File: config.mk
export PLATFORM = sky130hd
export DESIGN_NAME = irq_summary
export DESIGN_NICKNAME = d
export VERILOG_FILES = /design/src/rtl/irqsum_pkg.sv /design/src/rtl/irqsum_sticky.sv /design/src/rtl/irqsum_pin_gate.sv /design/src/rtl/irq_summary.sv
export SDC_FILE = /design/constraint.sdc
export NUM_CORES = 1
export LEC_CHECK = 0
export ABC_CLOCK_PERIOD_IN_PS = 1800
export BUFFER_PORTS_ARGS = -buffer_cell sky130_fd_sc_hd__buf_2
export CORE_MARGIN = 1
export CORE_UTILIZATION = 30
export DETAILED_ROUTE_END_ITERATION = 8
export PLACE_DENSITY = 0.57
export SYNTH_ARGS = -nofsm -noshare
export SYNTH_HDL_FRONTEND = slang
export SYNTH_SLANG_ARGS = --single-unit
File: constraint.sdc
create_clock -name clk -period 1.8 [get_ports clk]
set_clock_uncertainty 0.2 [all_clocks]
set_input_delay 0.36 -clock clk [delete_from_list [all_inputs] [get_ports clk]]
set_output_delay 0.36 -clock clk [all_outputs]
set_load 0.05 [all_outputs]
File: src/rtl/irqsum_pkg.sv
package irqsum_pkg;
  localparam int ADDR_W = 3;

  typedef enum logic [ADDR_W-1:0] {
    REG_SUMMARY = 3'd0,
    REG_CTRL    = 3'd1,
    REG_BUS_A   = 3'd2,
    REG_BUS_B   = 3'd3,
    REG_DMA     = 3'd4
  } reg_addr_e;

  localparam int SUM_FLY_BIT   = 0;
  localparam int SUM_BUS_BIT   = 1;
  localparam int SUM_DMA_BIT   = 2;
  localparam int CTRL_DIS_BIT  = 0;
  localparam int CTRL_FLSH_BIT = 1;
  localparam int CTRL_RUN_BIT  = 2;
endpackage

File: src/rtl/irqsum_sticky.sv
// Sticky status register: events set bits, a clear strobe empties it.
// A set in the same cycle as a clear survives.
module irqsum_sticky #(
  parameter int W = 8
) (
  input  logic         clk,
  input  logic         rst_n,
  input  logic [W-1:0] evt,
  input  logic         clr,
  output logic [W-1:0] q,
  output logic         any
);
  always_ff @(posedge clk) begin
    if (!rst_n) q <= '0;
    else        q <= (clr ? '0 : q) | evt;
  end

  assign any = |q;
endmodule

File: src/rtl/irqsum_pin_gate.sv
// Pin gating with hold-over: an assertion that is already visible when
// the disable bit goes up is kept until the raw request falls.
module irqsum_pin_gate (
  input  logic clk,
  input  logic rst_n,
  input  logic raw_req,
  input  logic dis,
  output logic irq_n
);
  logic hold_q;

  always_ff @(posedge clk) begin
    if (!rst_n)   hold_q <= 1'b0;
    else if (dis) hold_q <= hold_q & raw_req;
    else          hold_q <= raw_req;
  end

  assign irq_n = ~(raw_req & (~dis | hold_q));
endmodule

File: src/rtl/irq_summary.sv
module irq_summary
  import irqsum_pkg::*;
#(
  parameter int BUS_W  = 8,
  parameter int DMA_W  = 8,
  parameter int DATA_W = 8
) (
  input  logic              clk,
  input  logic              rst_n,
  input  logic [BUS_W-1:0]  bus_evt_a,
  input  logic [BUS_W-1:0]  bus_evt_b,
  input  logic [DMA_W-1:0]  dma_evt,
  input  logic              fly_evt,
  input  logic              fifo_flushing,
  input  logic              engine_running,
  input  logic              host_sel,
  input  logic              host_wr,
  input  logic [2:0]        host_addr,
  input  logic [DATA_W-1:0] host_wdata,
  output logic [DATA_W-1:0] host_rdata,
  output logic              irq_n
);
  localparam int NUM_SRC = 3;

  reg_addr_e  addr_e;
  logic       wr_en;
  logic       rd_en;
  logic       fly_q;
  logic       fly_clr;
  logic       dis_q;
  logic       bus_sum;
  logic       dma_sum;
  logic       raw_req;
  logic [NUM_SRC-1:0] src_rd;
  logic [NUM_SRC-1:0] src_any;
  logic [BUS_W-1:0]   src_a_q;
  logic [BUS_W-1:0]   src_b_q;
  logic [DMA_W-1:0]   src_d_q;
  logic       unused_wdata;

  assign addr_e       = reg_addr_e'(host_addr);
  assign wr_en        = host_sel & host_wr;
  assign rd_en        = host_sel & ~host_wr;
  assign unused_wdata = ^host_wdata;

  // Clearing reads are held off while the on-the-fly flag is pending.
  assign src_rd[0] = rd_en & ~fly_q & (addr_e == REG_BUS_A);
  assign src_rd[1] = rd_en & ~fly_q & (addr_e == REG_BUS_B);
  assign src_rd[2] = rd_en & ~fly_q & (addr_e == REG_DMA);

  irqsum_sticky #(.W(BUS_W)) u_src_a (
    .clk(clk), .rst_n(rst_n), .evt(bus_evt_a), .clr(src_rd[0]),
    .q(src_a_q), .any(src_any[0]));

  irqsum_sticky #(.W(BUS_W)) u_src_b (
    .clk(clk), .rst_n(rst_n), .evt(bus_evt_b), .clr(src_rd[1]),
    .q(src_b_q), .any(src_any[1]));

  irqsum_sticky #(.W(DMA_W)) u_src_d (
    .clk(clk), .rst_n(rst_n), .evt(dma_evt), .clr(src_rd[2]),
    .q(src_d_q), .any(src_any[2]));

  assign bus_sum = src_any[0] | src_any[1];
  assign dma_sum = src_any[2];

  assign fly_clr = wr_en & (addr_e == REG_SUMMARY) & host_wdata[SUM_FLY_BIT];

  always_ff @(posedge clk) begin
    if (!rst_n) begin
      fly_q <= 1'b0;
      dis_q <= 1'b0;
    end else begin
      fly_q <= (fly_clr ? 1'b0 : fly_q) | fly_evt;
      if (wr_en && addr_e == REG_CTRL)
        dis_q <= host_wdata[CTRL_DIS_BIT];
    end
  end

  assign raw_req = fly_q | bus_sum | dma_sum;

  irqsum_pin_gate u_gate (
    .clk(clk), .rst_n(rst_n), .raw_req(raw_req), .dis(dis_q), .irq_n(irq_n));

  always_comb begin
    host_rdata = '0;
    if (host_sel) begin
      unique case (addr_e)
        REG_SUMMARY: begin
          host_rdata[SUM_FLY_BIT] = fly_q;
          host_rdata[SUM_BUS_BIT] = bus_sum;
          host_rdata[SUM_DMA_BIT] = dma_sum;
        end
        REG_CTRL: begin
          host_rdata[CTRL_DIS_BIT]  = dis_q;
          host_rdata[CTRL_FLSH_BIT] = fifo_flushing;
          host_rdata[CTRL_RUN_BIT]  = engine_running;
        end
        REG_BUS_A: host_rdata[BUS_W-1:0] = src_a_q;
        REG_BUS_B: host_rdata[BUS_W-1:0] = src_b_q;
        REG_DMA:   host_rdata[DMA_W-1:0] = src_d_q;
        default:   host_rdata = '0;
      endcase
    end
  end
endmodule

==> flow_metrics.env <==
export IMPL_cp_end_kind="output port"
export IMPL_area_delta_synth_final_pct=62.9
export IMPL_start_util_pct=32.3
export IMPL_yosys_warnings=0
export IMPL_wl_per_cell_um=16.2
export IMPL_finalSetupViolCount=9
export IMPL_cts_hold_fix_buffers=0
export IMPL_fill_cells=403
export IMPL_critical_path_startpoint_type="register"
export IMPL_core_area_mm2=0.00450
export IMPL_synth_edf_count=0
export IMPL_nets=265
export IMPL_ys_ff_latch=27
export IMPL_drive_gt1_share_pct=58.6
export IMPL_final_cells=274
export IMPL_syn_nets=189
export IMPL_port_buffers=43
export IMPL_timing_max_cap_violations=0
export IMPL_rsz0062_at_grt="yes"
export IMPL_syn_area_mm2=0.00146
export IMPL_dp_hpwl_um=3190
export IMPL_diodes=0
export IMPL_ant_nets=0
export IMPL_drc_errors=0
export IMPL_grt_max_degree=28
export IMPL_vias_per_cell=5.21
export IMPL_clock_path_buffers=2
export IMPL_htree_levels=1
export IMPL_slew_viol_final=0
export IMPL_cts_buffers=3
export IMPL_synthArstFlopShare_pct=0
export IMPL_vias=1427
export IMPL_die_y_um=71.7
export IMPL_clk_pin_slew_ns=0.09
export IMPL_power_density_mw_per_mm2=612
export IMPL_totalWireLength_um=4440
export IMPL_p_leak_nw=0.991
export IMPL_cts_root_buf="clkbuf_8"
export IMPL_dp_cells=267
export IMPL_antenna_found_initial=0
export IMPL_mostFrequentLayoutCells="o21a_1 (33), buf_2 (31), buf_4 (28)"
export IMPL_grt_pass1_wl_um=7090
export IMPL_fmax_ghz=0.466
export IMPL_seq_area_um2=556
export IMPL_fp_row_count=24
export IMPL_crit_fanout=3
export IMPL_avgSynthCellArea_um2=9.91
export IMPL_overflow=0
export IMPL_die_w_um=71.7
export IMPL_cp_arrival_ns=1.59
export IMPL_peakVddDrop_mv=0.361
export IMPL_final_hold_viol_count=0
export IMPL_multi_input_area_mm2=0.00103
export IMPL_crit_type="reg -> out"
export IMPL_worstPathRequired_ns=1.24
export IMPL_grt_pass1_vias=1527
export IMPL_track_usage_pct=17.9
export IMPL_io_pins=51
export IMPL_dieArea_mm2=0.00514
export IMPL_cts_tree="built"
export IMPL_relSlewSlack_pct=66.8
export IMPL_fin_crit_ns=2.15
export IMPL_insertion_delay_ns=0.27
export IMPL_final_common_cell="o21a_1"
export IMPL_fin_total_pwr_mw=1.45
export IMPL_globalplace_congestion=0.798
export IMPL_first_iter_violations=43
export IMPL_tightest_slew_ns=0.497
export IMPL_syn_inst=147
export IMPL_ys_flop_type="dfxtp_1"
export IMPL_synth_seq_area_share_pct=37.1
export IMPL_status="finished with violations"
export IMPL_layout_setup_ws_ns=-0.348
export IMPL_drt_first_pass_iters=4
export IMPL_clock_sinks=27
export IMPL_yosysUniqueCellTypes=35
export IMPL_hold_class="in -> reg"
export IMPL_fin_crit_sh_pct=119
export IMPL_violations="negative setup slack"
## cells in the mapped netlist (3+ instances only)
cell       number  area, um^2
a21boi_0       14         105
a21boi_1        3        22.5
and2_1          6        37.5
buf_2           4        20.0
buf_4           3        22.5
clkbuf_1        3        11.3
dfxtp_1        27         541
mux2i_1         8        80.1
nand2_1         3        11.3
nand4bb_1       3        33.8
nor3b_2         3        37.5
nor4_1          6        37.5
o21a_1         33         248
o2bb2ai_1       5        43.8
## flip-flops by register name, indices dropped and copies added (netlist names)
signal,flops
dis_q,1
fly_q,1
u_gate.hold_q,1
u_src_a.q,8
u_src_b.q,8
u_src_d.q,8
## worst paths after layout
path / start / cells past startpoint / slack (ns) / end
worst min-delay path: bus_evt_b[5] / 2 / 0.09 / u_src_b.q[5]
worst max-delay path: u_src_b.q[7] / 5 / -0.35 / irq_n
worst max register to register: fly_q / 3 / 0.14 / u_src_b.q[4]
worst min register to register: dis_q / 2 / 0.32 / dis_q
## metrics by stage
step	setup WS (ns)	TNS, ns	hold slack (ns)	area [um^2]	utilization, %
after floorplan	-0.0404	-0.0800	0.271	1500	-
after global placement	-0.236	-1.99	0.305	1990	44.2
after detailed placement	-0.278	-2.29	0.316	1990	44.2
after CTS	-0.382	-1.68	0.0857	2250	50.0
after global routing	-0.429	-2.03	0.0812	2370	52.7
final	-0.348	-1.57	0.0886	2370	52.7
## routing by layer
metal	part of all wire [%]	global-route usage [%]	vias up	routed length [um]
met3	3.1	2.53	9	138
met4	1.7	7.84	0	76
li1	-	-	707	-
met1	43	21.3	682	1920
met5	0	0	-	0
met2	52	31.8	29	2310
## cell type report
type | count | area share (%)
Multi-Input combinational cell | 107 | 43.4
Timing Repair Buffer | 82 | 28.2
Sequential cell | 27 | 23.4
Tap cell | 52 | 2.74
Clock buffer | 3 | 1.74
Inverter | 2 | 0.316
Clock inverter | 1 | 0.211
## worst max-delay path: stages, from the launching register on
cell     delay [ns]
dfxtp_2        0.35
nor4_4         0.29
nand4_1        0.14
buf_4          0.18
o31ai_4        0.17
buf_6          0.19
## logic make-up after synthesis
kind of cell    share of synthesized area, %
mux                                     6.27
simple gates                            16.7
buf+inv                                 4.98
flops                                   37.1
compound gates                          35.0
## timing repair
action,4_1_cts,5_1_grt
setup buffers,2,2
setup endpoints to repair,9,9
resized for setup,61,23
pin swaps,9,6
## where the power goes
group | leakage [nW] | internal, mW | total (mW) | switching, mW
registers | 0.228 | 0.644 | 0.690 | 0.0463
clock network | 0.0255 | 0.155 | 0.346 | 0.191
logic | 0.737 | 0.238 | 0.415 | 0.177
total | 0.991 | 1.04 | 1.45 | 0.414
Note: power is estimated with default switching activity, not from simulation.
